[config.mk]
export PLATFORM = sky130hd
export DESIGN_NAME = raster_line_irq
export DESIGN_NICKNAME = d
export VERILOG_FILES = /design/src/rtl/raster_line_irq.sv
export SDC_FILE = /design/constraint.sdc
export NUM_CORES = 1
export LEC_CHECK = 0
export BUFFER_PORTS_ARGS = -buffer_cell sky130_fd_sc_hd__buf_2
export CORE_ASPECT_RATIO = 0.5
export CORE_MARGIN = 2
export CORE_UTILIZATION = 59
export DETAILED_ROUTE_END_ITERATION = 8
export PLACE_DENSITY = 0.82
export RECOVER_POWER = 25
export SLEW_MARGIN = 0
export SYNTH_ARGS = -nofsm -noshare
export SYNTH_HDL_FRONTEND = slang
export SYNTH_SLANG_ARGS = --single-unit
[constraint.sdc]
create_clock -name clk -period 4.4 [get_ports clk]
set_input_delay 0.88 -clock clk [delete_from_list [all_inputs] [get_ports clk]]
set_output_delay 0.88 -clock clk [all_outputs]
set_load 0.01 [all_outputs]
[src/rtl/raster_line_irq.sv]
module raster_line_irq #(
  parameter int LINE_W = 10
) (
  input  logic              clk,
  input  logic              rst_n,
  input  logic [LINE_W-1:0] line_i,
  input  logic [LINE_W:0]   dot_i,
  input  logic              odd_field_i,
  input  logic              interlace_i,
  input  logic [LINE_W:0]   total_lines_i,
  input  logic [LINE_W:0]   line_len_i,
  input  logic              vint_we_i,
  input  logic              hint_we_i,
  input  logic [31:0]       wdata_i,
  output logic              irq_v1_o,
  output logic              irq_v2_o,
  output logic              irq_h_o
);

  localparam int TW = LINE_W + 1;

  logic [LINE_W-1:0] v1_q, v2_q, h_pos_q, h_n_q;
  logic [TW-1:0]     h_tgt_q;
  logic              h_rep_q, h_busy_q;
  logic [2:0]        hit_q;

  logic          fsel;
  logic [TW-1:0] half, line_x, exp1, exp2, off_raw, off;
  logic [TW:0]   exp_h;
  logic          hit_v1, hit_v2, hit_h;
  logic [1:0]    wmode;
  logic [LINE_W-1:0] n_new;
  logic          unused_bits;

  assign fsel    = interlace_i & odd_field_i;
  assign half    = total_lines_i >> 1;
  assign line_x  = {1'b0, line_i};
  assign exp1    = {v1_q, fsel};
  assign exp2    = {v2_q, fsel};
  assign exp_h   = {h_tgt_q, fsel};
  assign off_raw = {h_pos_q, 1'b0};
  assign off     = (off_raw >= line_len_i) ? line_len_i - TW'(1) : off_raw;

  assign hit_v1 = (dot_i == '0) && (line_x == exp1) && (exp1 < total_lines_i);
  assign hit_v2 = (dot_i == '0) && (line_x == exp2) && (exp2 < total_lines_i);
  assign hit_h  = !h_busy_q && (dot_i == off) && ({1'b0, line_x} == exp_h)
                  && (exp_h < {1'b0, total_lines_i});

  assign wmode = wdata_i[13:12];
  assign n_new = (wmode == 2'd2) ? LINE_W'(1) : wdata_i[LINE_W-1:0];
  assign unused_bits = ^{wdata_i[31:16+LINE_W], wdata_i[15:14], wdata_i[11:LINE_W]};

  always_ff @(posedge clk or negedge rst_n) begin
    if (!rst_n) begin
      v1_q     <= '0;
      v2_q     <= '0;
      h_pos_q  <= '0;
      h_n_q    <= '0;
      h_tgt_q  <= '0;
      h_rep_q  <= 1'b0;
      h_busy_q <= 1'b0;
      hit_q    <= '0;
      irq_v1_o <= 1'b0;
      irq_v2_o <= 1'b0;
      irq_h_o  <= 1'b0;
    end else begin
      hit_q    <= {hit_h, hit_v2, hit_v1};
      irq_v1_o <= hit_v1 & ~hit_q[0];
      irq_v2_o <= hit_v2 & ~hit_q[1];
      irq_h_o  <= hit_h & ~hit_q[2];

      if (vint_we_i) begin
        v1_q <= wdata_i[16 +: LINE_W];
        v2_q <= wdata_i[0 +: LINE_W];
      end

      if (hint_we_i) begin
        h_pos_q <= wdata_i[16 +: LINE_W];
        if (wmode == 2'd1 || wmode == 2'd2) begin
          h_rep_q  <= 1'b1;
          h_n_q    <= n_new;
          h_tgt_q  <= TW'(line_i >> 1) + TW'(n_new);
          h_busy_q <= 1'b1;
        end else begin
          h_rep_q  <= 1'b0;
          h_tgt_q  <= {1'b0, wdata_i[LINE_W-1:0]};
          h_busy_q <= 1'b0;
        end
      end else if (h_busy_q) begin
        if (h_tgt_q > half && half != '0) h_tgt_q <= h_tgt_q - half;
        else                              h_busy_q <= 1'b0;
      end else if (h_rep_q && hit_h && !hit_q[2]) begin
        h_tgt_q  <= h_tgt_q + TW'(h_n_q);
        h_busy_q <= 1'b1;
      end
    end
  end

  // a vertical pulse follows a clock at dot 0 of the expanded line
  p_v1_line_r2: assert property (@(posedge clk) disable iff (!rst_n)
    irq_v1_o |-> ($past(line_x) == $past(exp1)) && ($past(dot_i) == '0));
  p_v2_line_r2: assert property (@(posedge clk) disable iff (!rst_n)
    irq_v2_o |-> ($past(line_x) == $past(exp2)) && ($past(dot_i) == '0));

  // no pulse for an expanded line outside the frame
  p_v1_range_r3: assert property (@(posedge clk) disable iff (!rst_n)
    irq_v1_o |-> $past(exp1) < $past(total_lines_i));

  // the horizontal pulse lands on a dot inside the line
  p_h_dot_r9: assert property (@(posedge clk) disable iff (!rst_n)
    irq_h_o |-> $past(dot_i) < $past(line_len_i));

  // no firing while the target is being reduced
  p_h_quiet_r7: assert property (@(posedge clk) disable iff (!rst_n)
    h_busy_q |=> !irq_h_o);

  // a settled repeating target never exceeds half the frame
  p_h_wrap_r7: assert property (@(posedge clk) disable iff (!rst_n)
    (h_rep_q && !h_busy_q && total_lines_i > TW'(1)) |-> h_tgt_q <= half);

endmodule

==> results.py, run 1 <==
metrics = {
    "clocking": {
        "cts_tree": "built",
        "cts_setup_buffers": 0,
        "holdBufCountCts": 0,
        "htreeDepth": 3,
        "cts.sinks": 59,
        "cts_buffer_depth": 2,
        "cts_resized": 0,
        "numCtsBuffers": 9,
        "clk_latency_ps": 340,
        "clk_pin_slew_ps": 60,
        "cts-root-buf": "clkbuf_16",
    },
    "synth": {
        "syn_nets": 768,
        "synthArstFlopShare": 1.00,
        "synthTopCellsByCount": "ha_1, dfrtp_1, inv_1",
        "synth_seq_cells": 59,
        "synth-compound-area-share": 0.188,
        "synth_area_per_cell_sq_um": 8.95,
        "synthTopCellsByArea": "dfrtp_1, ha_1, mux2_2",
        "yosys.area_share.adder": 0.150,
        "synth_top_family_by_area": "compound AO/OA/AOI/OAI gates",
        "synth_cells": 622,
        "yosys.area_share.simple": 0.187,
        "synth_mux_area_frac": 0.0860,
        "ys.flop_type": "dfrtp_1",
        "yosys.area.top_type": "dfrtp_1",
        "synth-edff-count": 0,
        "synth-xor-area-share": 0.0818,
        "yosysSeqAreaShare": 0.265,
        "synth_area_sq_mm": 0.00557,
        "yosysWarnings": 0,
        "yosys.cell_types.count": 68,
        "netlist.area_leader.share": 0.265,
        "yosysMostFrequentCell": "ha_1",
    },
    "placement": {
        "gp_congestion": 0.925,
        "portBuffers": 73,
        "place_hpwl_mm": 12.3,
    },
    "detailed_routing": {
        "drt-pass1-iter-count": 5,
        "vias_per_cell": 6.34,
        "drc": 0,
        "wl_per_cell_microns": 19.4,
        "vias": 5212,
        "drtAntennaViolNets": 0,
        "drt_iter0_drc": 331,
        "drt_wl_total_mm": 15.9,
    },
    "critical_path": {
        "cp-end-kind": "flip-flop",
        "reg2reg_depth": 9,
        "critPathLaunch": "total_lines_i[9]",
        "rr_endpoint": "h_tgt_q[3]",
        "reg2reg_slack_ps": 700,
        "arrival_ps": 4230,
        "critPathMaxFanout": 9,
        "r2r-start": "h_tgt_q[8]",
        "path_class": "in2reg",
        "startpoint_type": "input port",
        "required_ps": 4670,
        "cp-endpoint": "h_tgt_q[3]",
    },
    "grt": {
        "grt_pass1_wl_mm": 25.6,
        "grt_pass1_vias": 5203,
        "grt-ovfl-total": 0,
        "grt_max_degree": 53,
        "antenna_found_initial": 0,
        "grt.total_usage": 0.324,
    },
    "timing": {
        "rsz0062_at_grt": "no",
        "slew_headroom": -0.440,
        "setup_viol": 0,
        "min_period_ps": 3960,
        "tightest_slew_ps": 2160,
        "report.final.slew_viol_count": 38,
        "fmax_mhz": 253,
        "finalHoldViolations": 0,
        "tns_ps": 0,
        "clock_skew_ps": 6.38,
        "final.period_utilization": 0.900,
    },
    "floorplan": {
        "core-area_sq_mm": 0.00895,
        "io_pins": 84,
        "dieArea_sq_mm": 0.0103,
        "start_util": 0.622,
        "die_w_microns": 141,
        "die_h_microns": 72.7,
        "num_rows": 24,
    },
    "cells_and_area": {
        "utilization": 0.714,
        "area_growth_pct": 14.8,
        "n_fill_cell": 679,
        "drive_gt1_frac": 0.218,
        "nets": 846,
        "antenna_cells": 0,
    },
    "worst_hold_path": {
        "worstHoldStart": "hit_q[1]",
        "hp-class": "reg2reg",
    },
    "outcome": {
        "status": "finished, violations left",
        "violations": "capacitance limit, slew limit",
    },
    "power_and_ir_drop": {
        "cellPowerDensity_mw_per_mm2": 427,
        "p_leak_nw": 2.91,
        "ir_worst_vdd_v": 0.000235,
    },
    "flow_run": {
        "cap_violations": 1,
    },
}
-- layout by cell type, fill, tap and decap left out, types with 24 or more instances in the layout --
cell,Yosys,layout
xor2_1,27,27
buf_2,1,72
o21ai_0,40,40
dfrtp_1,59,59
inv_1,44,44
ha_1,62,62
nor2b_1,24,24
xnor2_1,25,25
nand2_1,32,32
nor2_1,28,28
a21oi_1,32,32
mux2_2,39,39
-- area by class of cell --
class	count	area (sq um)	area share
timing repair buffer	84	447	0.0699
clock inverter	7	77.6	0.0121
sequential	59	1480	0.231
inverter	44	165	0.0258
tap	117	146	0.0229
multi-input combinational	502	3850	0.603
clock buffer	9	225	0.0352
-- through the flow --
stage,cells,setup slack [ps],hold WS (ps),power (mW),cell area (sq um)
2_1_floorplan,622,613,378,1.66,5570
6_report,822,442,391,2.73,6390
5_1_grt,822,300,408,2.92,6390
3_5_place_dp,806,219,394,1.98,6090
4_1_cts,822,500,393,2.72,6390
3_3_place_gp,806,239,383,1.94,6090
-- cell families after synthesis --
family / Yosys count
buffers and inverters: 61
AND/OR/NAND/NOR: 189
multiplexers: 43
XOR/XNOR: 52
adder cells (fa/ha/maj): 65
AO/OA/AOI/OAI: 153
flip-flops: 59
-- registers in the layout, indices dropped and copies added (netlist names) --
register	count
irq_v1_o	1
v2_q	10
irq_h_o	1
h_tgt_q	11
irq_v2_o	1
h_rep_q	1
h_busy_q	1
h_n_q	10
h_pos_q	10
hit_q	3
v1_q	10
-- critical path: stages --
cell	delay (ps)
buf_2	80
inv_1	70
ha_1	380
a21o_1	220
a211oi_2	230
o21ai_1	140
or4_1	630
a2111oi_2	410
or3b_1	560
or4_1	550
nand3_1	80
-- layer usage --
layer,up-vias,share of wire,track usage
li1,2454,-,-
met1,2517,0.42,0.397
met2,212,0.47,0.575
met3,29,0.084,0.0807
met4,0,0.022,0.0956
met5,-,0,0
-- where the power goes --
part	switching [mW]	total (mW)	internal, mW
clock network	0.287	0.729	0.442
logic	0.695	1.25	0.559
registers	0.116	0.750	0.634
total	1.10	2.73	1.64
-- how the worst min path moves through the flow --
stage | slack, ps | depth (start not counted) | endpoint
4_1_cts | 390 | 1 | irq_v2_o
2_1_floorplan | 380 | 1 | irq_v1_o
3_5_place_dp | 390 | 1 | irq_v2_o
6_report | 390 | 1 | irq_v2_o
3_3_place_gp | 380 | 1 | irq_v1_o
5_1_grt | 410 | 1 | irq_v2_o
(Power assumes the default switching activity.)
==> inputs of run 2 (changes only) <==
--- a/config.mk
+++ b/config.mk
@@ -8,9 +8,9 @@
 export BUFFER_PORTS_ARGS = -buffer_cell sky130_fd_sc_hd__buf_2
 export CORE_ASPECT_RATIO = 0.5
 export CORE_MARGIN = 2
-export CORE_UTILIZATION = 59
+export CORE_UTILIZATION = 53
 export DETAILED_ROUTE_END_ITERATION = 8
-export PLACE_DENSITY = 0.82
+export PLACE_DENSITY = 0.78
 export RECOVER_POWER = 25
 export SLEW_MARGIN = 0
 export SYNTH_ARGS = -nofsm -noshare
==> constraint.sdc (replaced) <==
create_clock -name clk -period 3.25 [get_ports clk]
set_input_delay 0.65 -clock clk [delete_from_list [all_inputs] [get_ports clk]]
set_output_delay 0.65 -clock clk [all_outputs]
set_load 0.01 [all_outputs]
==> run 2 against run 1 <==
Against the previous run: the run now ends clean; sequential share of layout area decreased by 2.7 points; cell count increased by 14%; critical path depth increased by 1; total power increased by 53%; combinational power increased by 68%; register-to-register slack got worse by 600 ps; clock power increased by 44%; count of clock-buffer cells in the layout unchanged; worst setup slack got worse by 380 ps; clock skew decreased by 1.2 ps; first-iteration DRC count increased by 75%; highest routed layer unchanged.
==> results.py, run 2 (synthesis gave the netlist of run 1 again) <==
metrics = {
    "timing": {
        "slew_headroom": 0.00465,
        "finalHoldViolations": 0,
        "report.final.slew_viol_count": 0,
        "clock_skew_ps": 5.19,
        "setup_viol": 0,
        "fmax_mhz": 314,
        "final.period_utilization": 0.980,
        "setup_slack_ps": 65.7,
        "min_period_ps": 3180,
        "tightest_slew_ps": 1490,
    },
    "grt": {
        "grt_pass1_wl_mm": 28.1,
        "grt_max_degree": 60,
        "grt-ovfl-total": 0,
        "grt.total_usage": 0.320,
        "grt_pass1_vias": 5601,
        "antenna_found_initial": 0,
    },
    "cells_and_area": {
        "nets": 934,
        "n_fill_cell": 743,
        "utilization": 0.711,
        "stdcell_count": 933,
        "area_growth_pct": 30.4,
        "drive_gt1_frac": 0.334,
        "mostFrequentLayoutCells": "buf_4, buf_2, ha_1, dfrtp_1, inv_1",
        "final_common_cell": "buf_4",
        "final_area_sq_mm": 0.00726,
        "max_flop_register": "h_tgt_q",
        "antenna_cells": 0,
        "largest_reg_flops": 11,
    },
    "clocking": {
        "cts.sinks": 59,
        "cts_setup_buffers": 0,
        "clk_pin_slew_ps": 50,
        "cts-root-buf": "clkbuf_16",
        "holdBufCountCts": 0,
        "numCtsBuffers": 9,
        "clk_latency_ps": 340,
        "htreeDepth": 3,
        "cts_tree": "built",
        "cts_buffer_depth": 2,
    },
    "placement": {
        "place_hpwl_mm": 13.8,
        "portBuffers": 73,
        "dp.cells": 917,
        "gp_congestion": 0.975,
        "dp_slack_ps": -263,
        "place_area_sq_mm": 0.00684,
    },
    "flow_run": {
        "cap_violations": 0,
    },
    "power_and_ir_drop": {
        "total_power_mw": 4.17,
        "ir_worst_vdd_v": 0.000307,
        "p_leak_nw": 3.37,
        "cellPowerDensity_mw_per_mm2": 574,
    },
    "floorplan": {
        "die_w_microns": 149,
        "num_rows": 26,
        "die_h_microns": 76.5,
        "io_pins": 84,
        "core-area_sq_mm": 0.0102,
        "start_util": 0.545,
        "dieArea_sq_mm": 0.0114,
    },
    "detailed_routing": {
        "drtAntennaViolNets": 0,
        "drt-pass1-iter-count": 6,
        "drt_wl_total_mm": 18.1,
        "wl_per_cell_microns": 19.4,
        "vias_per_cell": 6.07,
        "vias": 5666,
        "drt_iter0_drc": 580,
        "drc": 0,
    },
    "critical_path": {
        "reg2reg_depth": 10,
        "path_class": "in2reg",
        "arrival_ps": 3460,
        "startpoint_type": "input port",
        "cp-end-kind": "flip-flop",
        "required_ps": 3530,
        "critPathMaxFanout": 8,
    },
    "worst_hold_path": {
        "hp-class": "reg2reg",
        "min_delay_path_depth": 1,
    },
    "outcome": {
        "status": "completed",
    },
}
## run 2: cell type report
class                           instances  area [sq um]  area share
Clock inverter                          7           101      0.0140
Inverter                               44           169      0.0233
Timing Repair Buffer                  172          1110       0.152
Clock buffer                            9           225      0.0310
Multi-Input combinational cell        502          4010       0.552
Sequential cell                        59          1480       0.203
Tap cell                              140           175      0.0241
## run 2: timing repair
item	in CTS	in global routing
resized for setup	3	19
pin swaps	0	6
setup endpoints to repair	2	9
## run 2: power by group
part	switching, mW	internal [mW]
combinational	1.09	1.01
sequential	0.161	0.860
clock	0.373	0.675
## run 2: worst paths after layout
kind	start	slack, ps	end
worst max-delay path	line_len_i[5]	70	h_tgt_q[3]
worst min-delay path	hit_q[0]	400	irq_v1_o
worst max register to register	h_tgt_q[4]	100	h_tgt_q[3]
worst min register to register	hit_q[0]	400	irq_v1_o
max in group asynchronous	rst_n	1530	h_tgt_q[8]
min in group asynchronous	rst_n	730	h_rep_q
## run 2: routing by layer
layer | global-route usage | share of wire | wire length [microns] | vias up
li1 | - | - | - | 2629
met1 | 0.400 | 0.41 | 7360 | 2694
met2 | 0.537 | 0.48 | 8620 | 272
met3 | 0.0671 | 0.078 | 1410 | 71
met4 | 0.135 | 0.037 | 672 | 0
met5 | 0 | 0 | 0 | -
## run 2: metrics by stage
step / setup TNS (ps) / hold WS, ps
after floorplan: -29.2 / 354
after global placement: -1790 / 384
after detailed placement: -2270 / 394
after CTS: 0 / 402
after global routing: -19.2 / 409
final: 0 / 399
## run 2: worst max-delay path, stage by stage
cell	delay [ps]
buf_2	110
inv_1	100
ha_4	220
a211oi_2	210
nand2_1	140
o21a_4	260
nor2_4	140
o21ai_1	150
a2111oi_4	410
or3b_4	460
or4_1	520
nand3_1	80
